[src/rtl/sync_rx_pkg.sv]
package sync_rx_pkg;

  // Buffering mode selected by the host
  typedef enum logic {
    MODE_SINGLE = 1'b0,
    MODE_DOUBLE = 1'b1
  } rx_mode_e;

endpackage

[src/rtl/srx_clkgen.sv]
// Serial clock master: divider, clock level and bit position
module srx_clkgen #(
  parameter int FRAME_W = 8,
  parameter int DIV_W   = 8
) (
  input  logic             clk,
  input  logic             rst_n,
  input  logic [DIV_W-1:0] div_i,
  input  logic             go_i,
  output logic             sck_o,
  output logic             smp_o,
  output logic             last_o
);

  localparam int CNT_W = (FRAME_W > 1) ? $clog2(FRAME_W) : 1;
  localparam logic [CNT_W-1:0] LAST_BIT = CNT_W'(FRAME_W - 1);

  logic [DIV_W-1:0] div_q, div_d;
  logic             sck_q, sck_d;
  logic             sck_en;
  logic [CNT_W-1:0] bit_q, bit_d;
  logic             tick;

  assign tick = (div_q >= div_i);

  always_comb begin
    div_d  = tick ? '0 : div_q + 1'b1;
    sck_d  = sck_q;
    sck_en = 1'b0;
    bit_d  = bit_q;
    smp_o  = 1'b0;
    if (tick) begin
      if (sck_q) begin
        // Falling edge only mid-frame or when a new frame may start
        if ((bit_q != '0) || go_i) begin
          sck_d  = 1'b0;
          sck_en = 1'b1;
        end
      end else begin
        sck_d  = 1'b1;
        sck_en = 1'b1;
        smp_o  = 1'b1;
        bit_d  = (bit_q == LAST_BIT) ? '0 : bit_q + 1'b1;
      end
    end
  end

  assign last_o = smp_o && (bit_q == LAST_BIT);

  always_ff @(posedge clk or negedge rst_n) begin
    if (!rst_n) begin
      div_q <= '0;
      sck_q <= 1'b1;
      bit_q <= '0;
    end else begin
      div_q <= div_d;
      if (sck_en) begin
        sck_q <= sck_d;
        bit_q <= bit_d;
      end
    end
  end

  assign sck_o = sck_q;

endmodule

[src/rtl/srx_shifter.sv]
// First-stage shift register, least significant bit arrives first
module srx_shifter #(
  parameter int FRAME_W = 8
) (
  input  logic               clk,
  input  logic               rst_n,
  input  logic               smp_i,
  input  logic               sdi_i,
  output logic [FRAME_W-1:0] data_q_o,
  output logic [FRAME_W-1:0] data_nxt_o
);

  logic [FRAME_W-1:0] sh_q;

  generate
    if (FRAME_W > 1) begin : g_wide
      assign data_nxt_o = {sdi_i, sh_q[FRAME_W-1:1]};
    end else begin : g_bit
      assign data_nxt_o = sdi_i;
    end
  endgenerate

  always_ff @(posedge clk or negedge rst_n) begin
    if (!rst_n) begin
      sh_q <= '0;
    end else if (smp_i) begin
      sh_q <= data_nxt_o;
    end
  end

  assign data_q_o = sh_q;

endmodule

[src/rtl/srx_bufctl.sv]
// Holding register, flags and interrupt
module srx_bufctl
  import sync_rx_pkg::*;
#(
  parameter int FRAME_W = 8
) (
  input  logic               clk,
  input  logic               rst_n,
  input  rx_mode_e           mode_i,
  input  logic               done_i,
  input  logic               rd_i,
  input  logic               ovr_clr_i,
  input  logic [FRAME_W-1:0] sh_nxt_i,
  input  logic [FRAME_W-1:0] sh_q_i,
  output logic [FRAME_W-1:0] hold_o,
  output logic               buf_full_o,
  output logic               sh_full_o,
  output logic               ovr_o,
  output logic               irq_o
);

  logic [FRAME_W-1:0] hold_q, hold_d;
  logic               hold_en;
  logic               full_q, full_d;
  logic               shf_q, shf_d;
  logic               ovr_q, ovr_d;
  logic               irq_d;

  always_comb begin
    hold_d  = hold_q;
    hold_en = 1'b0;
    full_d  = full_q;
    shf_d   = shf_q;
    ovr_d   = ovr_q;
    irq_d   = 1'b0;
    if (done_i) begin
      if (mode_i == MODE_DOUBLE) begin
        if (!full_q || rd_i) begin
          hold_d  = sh_nxt_i;
          hold_en = 1'b1;
          full_d  = 1'b1;
          irq_d   = 1'b1;
        end else begin
          shf_d = 1'b1;   // overrun: park frame, stall clock
          ovr_d = 1'b1;
        end
      end else begin
        shf_d = 1'b1;     // single buffer: wait for host read
        irq_d = 1'b1;
      end
    end else if (rd_i) begin
      if (mode_i == MODE_DOUBLE) begin
        if (shf_q) begin
          hold_d  = sh_q_i; // recovery after overrun
          hold_en = 1'b1;
          shf_d   = 1'b0;
          full_d  = 1'b1;
          irq_d   = 1'b1;
        end else begin
          full_d = 1'b0;
        end
      end else begin
        shf_d = 1'b0;
      end
    end
    if (ovr_clr_i && !(done_i && (mode_i == MODE_DOUBLE) && full_q && !rd_i)) begin
      ovr_d = 1'b0;       // set wins over clear
    end
  end

  always_ff @(posedge clk or negedge rst_n) begin
    if (!rst_n) begin
      hold_q <= '0;
      full_q <= 1'b0;
      shf_q  <= 1'b0;
      ovr_q  <= 1'b0;
      irq_o  <= 1'b0;
    end else begin
      if (hold_en) hold_q <= hold_d;
      full_q <= full_d;
      shf_q  <= shf_d;
      ovr_q  <= ovr_d;
      irq_o  <= irq_d;
    end
  end

  assign hold_o     = hold_q;
  assign buf_full_o = full_q;
  assign sh_full_o  = shf_q;
  assign ovr_o      = ovr_q;

endmodule

[src/rtl/sync_rx_dbuf.sv]
module sync_rx_dbuf
  import sync_rx_pkg::*;
#(
  parameter int FRAME_W = 8,
  parameter int DIV_W   = 8
) (
  input  logic               clk,
  input  logic               rst_n,
  input  logic [DIV_W-1:0]   cfg_div,
  input  logic               rx_en,
  input  logic               dbl_mode,
  input  logic               rd_strobe,
  input  logic               ovr_clr,
  input  logic               sdi,
  output logic               sck_o,
  output logic [FRAME_W-1:0] rd_data,
  output logic               buf_full,
  output logic               ovr_flag,
  output logic               rx_irq
);

  logic [1:0]         rst_sync;
  logic               rst_q_n;
  logic               smp, last, go, sh_full;
  logic [FRAME_W-1:0] sh_q, sh_nxt, hold;
  rx_mode_e           mode;

  always_ff @(posedge clk or negedge rst_n) begin
    if (!rst_n) rst_sync <= 2'b00;
    else        rst_sync <= {rst_sync[0], 1'b1};
  end
  assign rst_q_n = rst_sync[1];

  assign mode = rx_mode_e'(dbl_mode);
  assign go   = rx_en && !sh_full;

  srx_clkgen #(.FRAME_W(FRAME_W), .DIV_W(DIV_W)) clkgen_i (
    .clk(clk), .rst_n(rst_q_n), .div_i(cfg_div), .go_i(go),
    .sck_o(sck_o), .smp_o(smp), .last_o(last)
  );

  srx_shifter #(.FRAME_W(FRAME_W)) shifter_i (
    .clk(clk), .rst_n(rst_q_n), .smp_i(smp), .sdi_i(sdi),
    .data_q_o(sh_q), .data_nxt_o(sh_nxt)
  );

  srx_bufctl #(.FRAME_W(FRAME_W)) bufctl_i (
    .clk(clk), .rst_n(rst_q_n), .mode_i(mode), .done_i(last),
    .rd_i(rd_strobe), .ovr_clr_i(ovr_clr), .sh_nxt_i(sh_nxt), .sh_q_i(sh_q),
    .hold_o(hold), .buf_full_o(buf_full), .sh_full_o(sh_full),
    .ovr_o(ovr_flag), .irq_o(rx_irq)
  );

  assign rd_data = (mode == MODE_DOUBLE) ? hold : sh_q;

endmodule

[config.mk]
export PLATFORM = sky130hd
export DESIGN_NAME = sync_rx_dbuf
export DESIGN_NICKNAME = d
export VERILOG_FILES = /design/src/rtl/sync_rx_pkg.sv /design/src/rtl/srx_clkgen.sv /design/src/rtl/srx_shifter.sv /design/src/rtl/srx_bufctl.sv /design/src/rtl/sync_rx_dbuf.sv
export SDC_FILE = /design/constraint.sdc
export NUM_CORES = 1
export LEC_CHECK = 0
export CAP_MARGIN = 20
export CORE_MARGIN = 2
export CORE_UTILIZATION = 30
export CTS_BUF_LIST = sky130_fd_sc_hd__clkbuf_4 sky130_fd_sc_hd__clkbuf_8
export CTS_CLUSTER_DIAMETER = 60
export DETAILED_ROUTE_END_ITERATION = 8
export GPL_TIMING_DRIVEN = 0
export SYNTH_ARGS = -nofsm -noshare
export SYNTH_HDL_FRONTEND = slang
export SYNTH_HIERARCHICAL = 1
export SYNTH_SLANG_ARGS = --single-unit
[constraint.sdc]
create_clock -name clk -period 1.63 [get_ports clk]
set_clock_uncertainty 0.05 [all_clocks]
set_input_delay 0.326 -clock clk [delete_from_list [all_inputs] [get_ports clk]]
set_output_delay 0.326 -clock clk [all_outputs]
set_load 0.1 [all_outputs]
==> impl_results.rst, run 1 <==
.. list-table::
   :header-rows: 1

   * - Metric
     - Value
   * - Max capacitance violation total
     - 0
   * - Layout cell share with drive strength beyond 1
     - 50.95%
   * - Fin crit share
     - 152.8%
   * - Highest clock frequency the design can meet
     - roughly 0.40 GHz
   * - GRT Resource Usage Total
     - between 10 and 15%
   * - Core outline area
     - ~0.0063 sq mm
   * - Worst vdd rail ir drop
     - about 0.66 mV
   * - Pin slew with the least headroom to its limit
     - about 0.9 ns
   * - Number of antenna violations at the first check in global routing
     - 0
   * - Gpl congestion
     - approximately 0.72
   * - Hold violation count in the final report
     - 0
   * - Count of mapped cells out of synthesis
     - 162
   * - Slack of the worst reg-to-reg path
     - -0.86 ns
   * - Chip Height
     - approximately 85 um
   * - Final number of setup-violating endpoints
     - 32
   * - Syn-to-layout area delta
     - 42.33%
   * - Total power density per cell area
     - about 1200 mW/mm^2
   * - Violations in the final reports
     - negative setup slack
   * - Crit path required time
     - about 1.8 ns
   * - Synthesis-stage register bit count
     - 34
   * - H-tree levels
     - 2
   * - CTS root buf
     - clkbuf_8
   * - Detailed placer's ending HPWL
     - approximately 2.4 mm
   * - Portion of the post-synthesis area used by sequential elements
     - a little over two fifths
   * - Total via count in the routed design
     - around 1300
   * - Netlist area before placement
     - approximately 0.0020 sq mm
   * - Wirelength per Cell
     - ~13 um
   * - Leak pwr
     - around 1.4 nW
   * - GR Overflow Total
     - 0
   * - Distinct cell type count after synthesis
     - 33
   * - Number of sinks on the clock net
     - 34
   * - RSZ-0062 raised after global routing
     - yes
   * - Total wirelength of the detailed-routed design
     - around 3.9 mm
   * - Number of nets in the layout
     - 237
   * - DRC violation count after routing
     - 0
   * - Antenna Diode Count
     - 0
   * - Kind of launch point of the worst setup path
     - flop
   * - DIE WIDTH
     - about 85 um
   * - PnR Total Power
     - about 3.4 mW
   * - CTS tree
     - done
   * - Final Slew Violations
     - 0
   * - Via count of the first global-routing pass
     - 1336
   * - Insertion delay of the later-clocked pin in the worst-skew pair
     - between 0.2 and 0.3 ns
   * - Crit path kind
     - reg2reg
   * - Initial core utilization
     - 31.09%
   * - Synthesized Nets
     - roughly 190
   * - Reg2reg start
     - clkgen_i/div_q[2]
   * - Hold/Removal Path Class
     - in2async
   * - Final critical path time including I/O delays and setup
     - 2.490 ns
   * - Number of buffers inserted during clock tree synthesis
     - 5
   * - Avg Inst Size Synth
     - approximately 12 sq um
   * - Maximum clock path buffer count
     - 2
   * - Run status
     - complete, but fails checks
   * - Warning count from the yosys run
     - 6
   * - Total Die Area
     - between 0.007 and 0.008 sq mm
   * - Crit path DAT
     - between 2 and 3 ns
   * - Max transition margin
     - 41.36%
   * - Largest fanout on the critical path
     - 7
   * - Clock transition at the registers of the reported paths
     - about 0.070 ns
   * - Filler cell count in the final layout
     - ~600
   * - Startpoint of the most critical setup path
     - clkgen_i/div_q[2]
   * - Cell Rows
     - 29
   * - Worst setup slack after layout
     - -0.8601 ns
   * - Total of buffers placed on input and output ports
     - 26
   * - Type of element capturing the critical path
     - flop
   * - Iteration count of the initial detailed-routing pass
     - 4
   * - Boundary pin count
     - 27
   * - Drt initial violations
     - 55
   * - First-pass GRT wire length
     - around 6.3 mm
   * - Worst Setup Slack post-DPL
     - -1.486 ns
   * - Maximum number of pins on one net before global-route repair
     - 19
   * - Via density per instance
     - around 4.6
   * - Number of antenna-violating nets in the routed design
     - 0
==> metal layers <==
metal	vias to the layer above	routed length, um	global-route usage [%]	part of all wire [%]
li1	637	-	-	-
met3	7	166	2.626	4.3
met5	-	0	0	0
met4	0	78	5.195	2.0
met1	648	1884	15.34	49
met2	27	1726	16.90	45
==> where the power goes <==
part           switching, mW  internal (mW)  leakage [nW]
registers              0.181           1.03         0.447
clock network          0.294          0.327        0.0452
logic                  0.773          0.792         0.884
total                   1.25           2.15          1.38
==> sequential cells by signal, indices dropped and copies added, names as in the netlist <==
register and count:
bufctl_i/irq_o 1, rst_sync 2, bufctl_i/buf_full_o 1, clkgen_i/sck_o 1, clkgen_i/div_q 8, clkgen_i/bit_q 3
bufctl_i/ovr_o 1, bufctl_i/hold_o 8, shifter_i/data_q_o 8, bufctl_i/sh_full_o 1
==> cell families (layout without fill, tap and decap cells) <==
kind of cell / count (synthesis) / in the layout / share of synthesized area [%]
AO/OA/AOI/OAI: 13 / 13 / 6.021
XOR/XNOR: 6 / 6 / 2.662
adder cells (fa/ha/maj): 12 / 12 / 7.604
buffers and inverters: 27 / 75 / 8.238
flip-flops: 34 / 34 / 43.16
multiplexers: 35 / 35 / 23.32
other: 1 / 1 / 0.1899
AND/OR/NAND/NOR: 34 / 34 / 8.809
==> critical path, cell delays in order, from the launching register on <==
cell,delay (ns)
dfrtp_1,0.39
ha_1,0.27
o21a_1,0.13
nor2_2,0.05
o311ai_2,0.35
nor2b_4,0.23
and2_4,0.20
buf_8,0.15
mux2_4,0.30
mux2_4,0.25
==> placed cells by master, fill, tap and decap left out, types with 2 or more instances in the layout <==
| cell type | instances |
|---|---|
| clkbuf_4 | 2 |
| buf_4 | 18 |
| dlymetal6s2s_1 | 4 |
| inv_2 | 4 |
| nand2_1 | 3 |
| mux2_2 | 2 |
| buf_6 | 7 |
| dfrtp_1 | 33 |
| xor2_1 | 5 |
| inv_1 | 9 |
| a21oi_2 | 2 |
| nor2_1 | 11 |
| buf_12 | 7 |
| clkdlybuf4s15_2 | 2 |
| nand3_1 | 7 |
| clkbuf_8 | 5 |
| ha_4 | 4 |
| and3_1 | 3 |
| buf_8 | 3 |
| mux2_4 | 32 |
| o21a_1 | 2 |
| ha_1 | 8 |
| buf_2 | 3 |
| clkdlybuf4s50_1 | 6 |
| nor2b_1 | 2 |
| dlygate4sd2_1 | 3 |
==> area by class of cell <==
| type | instances | area [sq um] | area share [%] |
|---|---|---|---|
| timing repair buffer | 49 | 543.0 | 19.32 |
| multi-input combinational | 101 | 1122 | 39.94 |
| clock buffer | 7 | 83.83 | 2.983 |
| buffer | 5 | 57.56 | 2.048 |
| tap | 77 | 96.34 | 3.428 |
| sequential | 34 | 852.1 | 30.32 |
| inverter | 14 | 55.05 | 1.959 |
==> metrics by stage <==
stage	std cells	TNS [ns]	instance area [sq um]	util (%)	hold WS, ns
floorplan	162	-13.99	1979	-	-0.01959
global placement	265	-41.03	2336	36.79	0.2848
detailed placement	266	-41.77	2364	37.22	0.2873
CTS	287	-21.02	2750	43.31	0.1478
global route	287	-20.61	2810	44.26	0.1462
finish	287	-17.98	2810	44.26	0.1430
==> final timing paths <==
kind                                           end  cells after the start
worst max register to register  bufctl_i/hold_o[3]                      9
worst min register to register         rst_sync[1]                      0
max in group asynchronous           clkgen_i/sck_o                      1
min in group clk                       rst_sync[1]                      0
worst min-delay path                   rst_sync[1]                      1
worst max-delay path            bufctl_i/hold_o[3]                      9
==> synth_stat cells, drive strengths merged <==
library cell	instances	area, sq um
mux2	34	450.4
dfrtp	33	825.8
inv	14	52.55
buf	13	110.1
ha	12	150.1
nor2	12	45.04
nand3	7	35.03
xor2	5	43.79
nand2	4	15.01
nor2b	4	27.53
a21oi	3	15.01
and3	3	18.77
a21o	2	16.27
nand2b	2	20.02
o21a	2	15.01
o21ai	2	21.27
a2111oi	1	27.53
and2	1	6.260
conb	1	3.750
dfstp	1	26.28
mux2i	1	10.01
nand4	1	6.260
o22ai	1	6.260
o311ai	1	8.760
o32ai	1	8.760
xnor2	1	8.760
==> timing repair <==
item	in CTS	in global routing
setup buffers	18	6
hold buffers	0	0
pin swaps	9	10
setup endpoints to repair	44	34
gates resized for setup	121	24
gates cloned	1	0
Note: power is estimated with default switching activity, not from simulation.
==> inputs of run 2 (changes only) <==
--- a/config.mk
+++ b/config.mk
@@ -6,7 +6,6 @@
 export NUM_CORES = 1
 export LEC_CHECK = 0
 export CAP_MARGIN = 20
-export CORE_MARGIN = 2
 export CORE_UTILIZATION = 30
 export CTS_BUF_LIST = sky130_fd_sc_hd__clkbuf_4 sky130_fd_sc_hd__clkbuf_8
 export CTS_CLUSTER_DIAMETER = 60
==> impl_results.rst, run 2 (same netlist as run 1, synthesis figures left out) <==
.. list-table::
   :header-rows: 1

   * - Metric
     - Value
   * - Gpl congestion
     - 0.7094 (-0.78%)
   * - Antenna Diode Count
     - 0 (unchanged)
   * - Hold violation count in the final report
     - 0 (unchanged)
   * - Number of nets in the layout
     - 236 (-0.42%)
   * - Number of buffers inserted during clock tree synthesis
     - 5 (unchanged)
   * - GRT Resource Usage Total
     - 11.88% (+0.64 points)
   * - Run status
     - complete, but fails checks
   * - DIE WIDTH
     - 83.13 um (-2.3%)
   * - Final number of setup-violating endpoints
     - 32 (unchanged)
   * - Worst vdd rail ir drop
     - 0.6711 mV (+1.8%)
   * - Final Slew Violations
     - 0 (unchanged)
   * - Total wirelength of the detailed-routed design
     - 3.764 mm (-2.4%)
   * - Maximum clock path buffer count
     - 2 (unchanged)
   * - Violations in the final reports
     - negative setup slack
   * - Number of antenna violations at the first check in global routing
     - 0 (unchanged)
   * - Detailed placer's ending HPWL
     - 2.331 mm (-3.0%)
   * - Chip Height
     - 83.13 um (-2.3%)
   * - Number of sinks on the clock net
     - 34 (unchanged)
   * - RSZ-0062 raised after global routing
     - yes
   * - GR Overflow Total
     - 0 (unchanged)
   * - Top library cells by usage in the layout, fill and taps aside
     - 32 x mux2_4, 32 x dfrtp_1, 20 x buf_4
   * - Boundary pin count
     - 27 (unchanged)
   * - Worst Setup Slack post-DPL
     - -1.469 ns (+0.01694 ns)
   * - DRC violation count after routing
     - 0 (unchanged)
   * - Setup Total Neg Slack
     - -15.74 ns (+2.241 ns)
   * - Drt initial violations
     - 20 (-64%)
   * - Kind of launch point of the worst setup path
     - flop
   * - Wirelength per Cell
     - 13.11 um (-2.4%)
   * - First-pass GRT wire length
     - 6.506 mm (+2.5%)
   * - Type of element capturing the critical path
     - flop
   * - Crit path kind
     - reg2reg
   * - Maximum number of pins on one net before global-route repair
     - 19 (unchanged)
   * - Number of antenna-violating nets in the routed design
     - 0 (unchanged)
   * - Max capacitance violation total
     - 0 (unchanged)
   * - Crit path DAT
     - 2.57 ns (-0.05 ns)
   * - Total Die Area
     - 0.006910 sq mm (-4.6%)
   * - Via count of the first global-routing pass
     - 1376 (+3.0%)
   * - Syn-to-layout area delta
     - 42.52%
   * - Clock transition at the registers of the reported paths
     - 0.07 ns (about the same)
   * - CTS tree
     - done
   * - Total via count in the routed design
     - 1321 (+0.15%)
   * - Pin slew with the least headroom to its limit
     - 0.8718 ns (-0.007792 ns)
   * - H-tree levels
     - 2 (unchanged)
   * - Insertion delay of the later-clocked pin in the worst-skew pair
     - 0.28 ns (about the same)
   * - Final critical path time including I/O delays and setup
     - 2.445 ns (-0.04472 ns)
   * - Largest fanout on the critical path
     - 7 (unchanged)
   * - Hold/Removal Path Class
     - in2async
   * - Via density per instance
     - 4.603 (+0.15%)
   * - Initial core utilization
     - 31.09% (unchanged)
   * - Crit path required time
     - 1.75 ns (about the same)
   * - Max transition margin
     - 41.88% (+0.52 points)
   * - Highest clock frequency the design can meet
     - 0.4089 GHz (+1.8%)
   * - Leak pwr
     - 1.384 nW (+0.63%)
   * - Cell Rows
     - 29 (unchanged)
   * - CTS root buf
     - clkbuf_8
   * - Core outline area
     - 0.006350 sq mm (unchanged)
   * - Total power density per cell area
     - 1252 mW/mm^2 (+3.4%)
   * - Iteration count of the initial detailed-routing pass
     - 2 (-2)
   * - Layout cell share with drive strength beyond 1
     - 50.95% (unchanged)
   * - Worst setup slack after layout
     - -0.8154 ns (+0.04472 ns)
   * - Filler cell count in the final layout
     - 605 (+1.3%)
   * - Fin crit share
     - 150.0% (-2.7 points)
   * - Total of buffers placed on input and output ports
     - 26 (unchanged)
[run 2: cell count changes in the layout (fill, tap and decap cells not counted), sizes merged]
cell,before,now
buf,39,37
dlymetal6s2s,4,5
clkdlybuf4s50,6,5
clkbuf,7,9
[run 2: critical path: stages, from the launching register on]
cell,delay [ns]
dfrtp_1,0.41
ha_4,0.29
nand4_1,0.11
o311ai_2,0.35
nor2b_4,0.21
and2_4,0.19
buf_8,0.15
mux2_4,0.31
mux2_4,0.26
[run 2: power breakdown]
group	internal (mW)	total, mW	leakage, nW	switching, mW
clock	0.426	0.727	0.0575	0.301
combinational	0.808	1.59	0.882	0.783
sequential	1.04	1.20	0.445	0.169
[run 2: layout make-up]
class	count	area (sq um)	share of cell area, %
Multi-Input combinational cell	101	1115	39.62
Tap cell	77	96.34	3.424
Buffer	5	57.56	2.045
Timing Repair Buffer	48	529.3	18.81
Sequential cell	34	853.3	30.32
Clock buffer	8	110.1	3.913
Inverter	14	52.55	1.867
[run 2: stage by stage]
stage	utilization (%)	std cells	hold slack [ns]	instance area, sq um	total power [mW]
global route	44.32	287	0.1429	2814	3.761
detailed placement	37.22	266	0.2873	2364	2.534
floorplan	-	162	-0.01959	1979	2.257
global placement	36.79	265	0.2850	2336	2.498
CTS	43.41	286	0.1434	2756	3.471
finish	44.32	287	0.1474	2814	3.523
[run 2: timing repair]
item,CTS,global route
gates resized for setup,113,30
setup endpoints to repair,44,34
pin swaps,8,9
hold buffers,0,0
setup buffers,17,6
gates cloned,1,0
[run 2: worst paths after layout]
| kind | cells past startpoint | slack [ns] | startpoint | endpoint |
|---|---|---|---|---|
| setup / recovery | 8 | -0.82 | clkgen_i/div_q[6] | bufctl_i/hold_o[6] |
| hold / removal | 1 | 0.15 | rst_n | rst_sync[1] |
| setup reg to reg | 8 | -0.82 | clkgen_i/div_q[6] | bufctl_i/hold_o[6] |
| hold reg to reg | 0 | 0.30 | rst_sync[0] | rst_sync[1] |
| max in group asynchronous | 1 | 0.58 | rst_sync[1] | clkgen_i/sck_o |
| min in group clk | 0 | 0.30 | rst_sync[0] | rst_sync[1] |
[run 2: per-layer routing]
layer / GRT usage [%] / wire (um) / part of all wire (%)
met1: 15.32 / 1748 / 46
met2: 19.15 / 1782 / 47
met3: 3.579 / 190 / 5.0
met4: 3.605 / 42 / 1.1
met5: 0 / 0 / 0
==> inputs of run 3 (changes only) <==
--- a/config.mk
+++ b/config.mk
@@ -11,6 +11,7 @@
 export CTS_CLUSTER_DIAMETER = 60
 export DETAILED_ROUTE_END_ITERATION = 8
 export GPL_TIMING_DRIVEN = 0
+export REMOVE_ABC_BUFFERS = 1
 export SYNTH_ARGS = -nofsm -noshare
 export SYNTH_HDL_FRONTEND = slang
 export SYNTH_HIERARCHICAL = 1
==> impl_results.rst, run 3 (same netlist as run 1, synthesis figures left out) <==
.. list-table::
   :header-rows: 1

   * - Metric
     - Value
   * - Violations in the final reports
     - negative setup slack
   * - H-tree levels
     - 2 (unchanged)
   * - RSZ-0062 raised after global routing
     - yes
   * - Number of buffers inserted during clock tree synthesis
     - 5 (unchanged)
   * - Boundary pin count
     - 27 (unchanged)
   * - Setup Total Neg Slack
     - -21.38 ns (-5.638 ns)
   * - Insertion delay of the later-clocked pin in the worst-skew pair
     - 0.29 ns (about the same)
   * - Utilization after layout
     - 43.49% (-0.83 points)
   * - Count of placed standard cells in the final layout, fillers left out
     - 283 (-1.4%)
   * - Filler cell count in the final layout
     - 585 (-3.3%)
   * - Total power density per cell area
     - 1286 mW/mm^2 (+2.7%)
   * - Kind of launch point of the worst setup path
     - flop
   * - Dpl cells
     - 255 (-4.1%)
   * - Via count of the first global-routing pass
     - 1412 (+2.6%)
   * - Wirelength per Cell
     - 13.92 um (+6.1%)
   * - Pin slew with the least headroom to its limit
     - 0.9607 ns (+0.08892 ns)
   * - GRT Resource Usage Total
     - 12.41% (+0.53 points)
   * - Clock transition at the registers of the reported paths
     - 0.07 ns (about the same)
   * - Crit path kind
     - reg2reg
   * - Gpl congestion
     - 0.6902 (-2.7%)
   * - Final critical path time including I/O delays and setup
     - 2.679 ns (+0.2332 ns)
   * - Initial core utilization
     - 31.09% (unchanged)
   * - Crit path DAT
     - 2.80 ns (+0.23 ns)
   * - Top library cells by usage in the layout, fill and taps aside
     - 32 x dfrtp_1, 30 x mux2_4, 14 x buf_6, 14 x buf_4
   * - DRC violation count after routing
     - 0 (unchanged)
   * - Slack of the worst reg-to-reg path
     - -1.05 ns (-0.23 ns)
   * - Most frequent standard cell in the layout excluding fill and tap cells
     - dfrtp_1
   * - Final number of setup-violating endpoints
     - 33 (+3.1%)
   * - GR Overflow Total
     - 0 (unchanged)
   * - Syn-to-layout area delta
     - 39.86%
   * - Max capacitance violation total
     - 0 (unchanged)
   * - PnR Total Power
     - 3.552 mW (+0.81%)
   * - Drt initial violations
     - 47 (+140%)
   * - Antenna Diode Count
     - 0 (unchanged)
   * - Number of antenna violations at the first check in global routing
     - 0 (unchanged)
   * - Max transition margin
     - 36.21% (-5.7 points)
   * - CTS root buf
     - clkbuf_8
   * - Iteration count of the initial detailed-routing pass
     - 4 (+2)
   * - Total wirelength of the detailed-routed design
     - 3.939 mm (+4.6%)
   * - Worst vdd rail ir drop
     - 0.7399 mV (+10%)
   * - Total of buffers placed on input and output ports
     - 26 (unchanged)
   * - Worst Setup Slack post-DPL
     - -3.016 ns (-1.547 ns)
   * - Number of antenna-violating nets in the routed design
     - 0 (unchanged)
   * - First-pass GRT wire length
     - 6.817 mm (+4.8%)
   * - CTS tree
     - done
   * - Hold violation count in the final report
     - 0 (unchanged)
   * - Crit path required time
     - 1.75 ns (about the same)
   * - Run status
     - complete, but fails checks
   * - Total Die Area
     - 0.006910 sq mm (unchanged)
   * - Detailed placer's ending HPWL
     - 2.324 mm (-0.30%)
   * - Cell Rows
     - 29 (unchanged)
   * - Total via count in the routed design
     - 1307 (-1.1%)
   * - Hold/Removal Path Class
     - in2async
   * - Layout cell share with drive strength beyond 1
     - 53.88% (+2.9 points)
   * - Number of sinks on the clock net
     - 34 (unchanged)
   * - Worst setup slack after layout
     - -1.049 ns (-0.2332 ns)
   * - DIE WIDTH
     - 83.13 um (unchanged)
   * - Highest clock frequency the design can meet
     - 0.3733 GHz (-8.7%)
   * - Count of hold-fix buffers inserted at cts
     - 0 (unchanged)
   * - Final Slew Violations
     - 0 (unchanged)
   * - Maximum number of pins on one net before global-route repair
     - 18 (-1)
   * - Via density per instance
     - 4.618 (+0.34%)
   * - Chip Height
     - 83.13 um (unchanged)
   * - Maximum clock path buffer count
     - 2 (unchanged)
   * - Largest fanout on the critical path
     - 5 (-2)
   * - Leak pwr
     - 1.318 nW (-4.8%)
   * - Fin crit share
     - 164.3% (+14 points)
   * - Type of element capturing the critical path
     - flop
   * - Number of nets in the layout
     - 232 (-1.7%)
   * - Core outline area
     - 0.006350 sq mm (unchanged)
run 3: cell count changes in the layout (fill, tap and decap cells not counted), moves of 3 or more:
| cell | change |
|---|---|
| nor2_1 | -6 |
| clkbuf_8 | -3 |
| buf_12 | -7 |
| dlygate4sd2_1 | +5 |
| dlymetal6s2s_1 | -4 |
| buf_4 | -6 |
| nor2_4 | +6 |
| buf_6 | +10 |
run 3: cell type report:
class                   count  area, sq um  area share (%)
multi-input cells         101         1172           42.46
flip-flops and latches     34        853.3           30.90
repair buffers             49        498.0           18.03
well taps                  77        96.34           3.489
clock buffers               6        76.32           2.764
inverters                  14        55.05           1.994
clock inverters             2        10.01          0.3625
run 3: timing repair:
action	4_1_cts	5_1_grt
setup buffers	15	7
resized for setup	121	28
pin swaps	18	6
setup endpoints to repair	44	40
run 3: per-stage QoR:
step / cell area [sq um] / hold WS (ns)
3_3_place_gp: 2221 / 0.2887
2_1_floorplan: 1864 / -0.01959
6_report: 2761 / 0.1490
4_1_cts: 2626 / 0.1451
3_5_place_dp: 2265 / 0.2959
5_1_grt: 2761 / 0.1511
run 3: worst paths after layout:
kind / start / end / cells past startpoint
min reg2reg: rst_sync[1] / shifter_i/data_q_o[6] / 0
max: clkgen_i/div_q[0] / bufctl_i/hold_o[6] / 12
max in group asynchronous: rst_sync[1] / bufctl_i/ovr_o / 1
min: rst_n / rst_sync[0] / 1
max reg2reg: clkgen_i/div_q[0] / bufctl_i/hold_o[6] / 12
min in group clk: rst_sync[0] / rst_sync[1] / 0
run 3: power by group:
group | internal [mW] | switching, mW | total [mW]
sequential | 1.04 | 0.204 | 1.24
clock | 0.312 | 0.302 | 0.614
combinational | 0.846 | 0.851 | 1.70
run 3: worst max-delay path, cell delays in order, from the launching register on:
cell       delay (ns)
dfrtp_1          0.40
inv_2            0.08
ha_4             0.19
nand2b_4         0.14
a2111oi_4        0.34
o311ai_4         0.13
buf_6            0.14
nor2b_4          0.13
buf_8            0.11
and2_4           0.15
buf_6            0.14
mux2_4           0.30
mux2_4           0.26
run 3: per-layer routing:
layer  GRT usage, %  wire length (um)
met5              0                 0
met4          4.702                60
met3          2.684               168
met2          21.39              1945
met1          15.14              1764
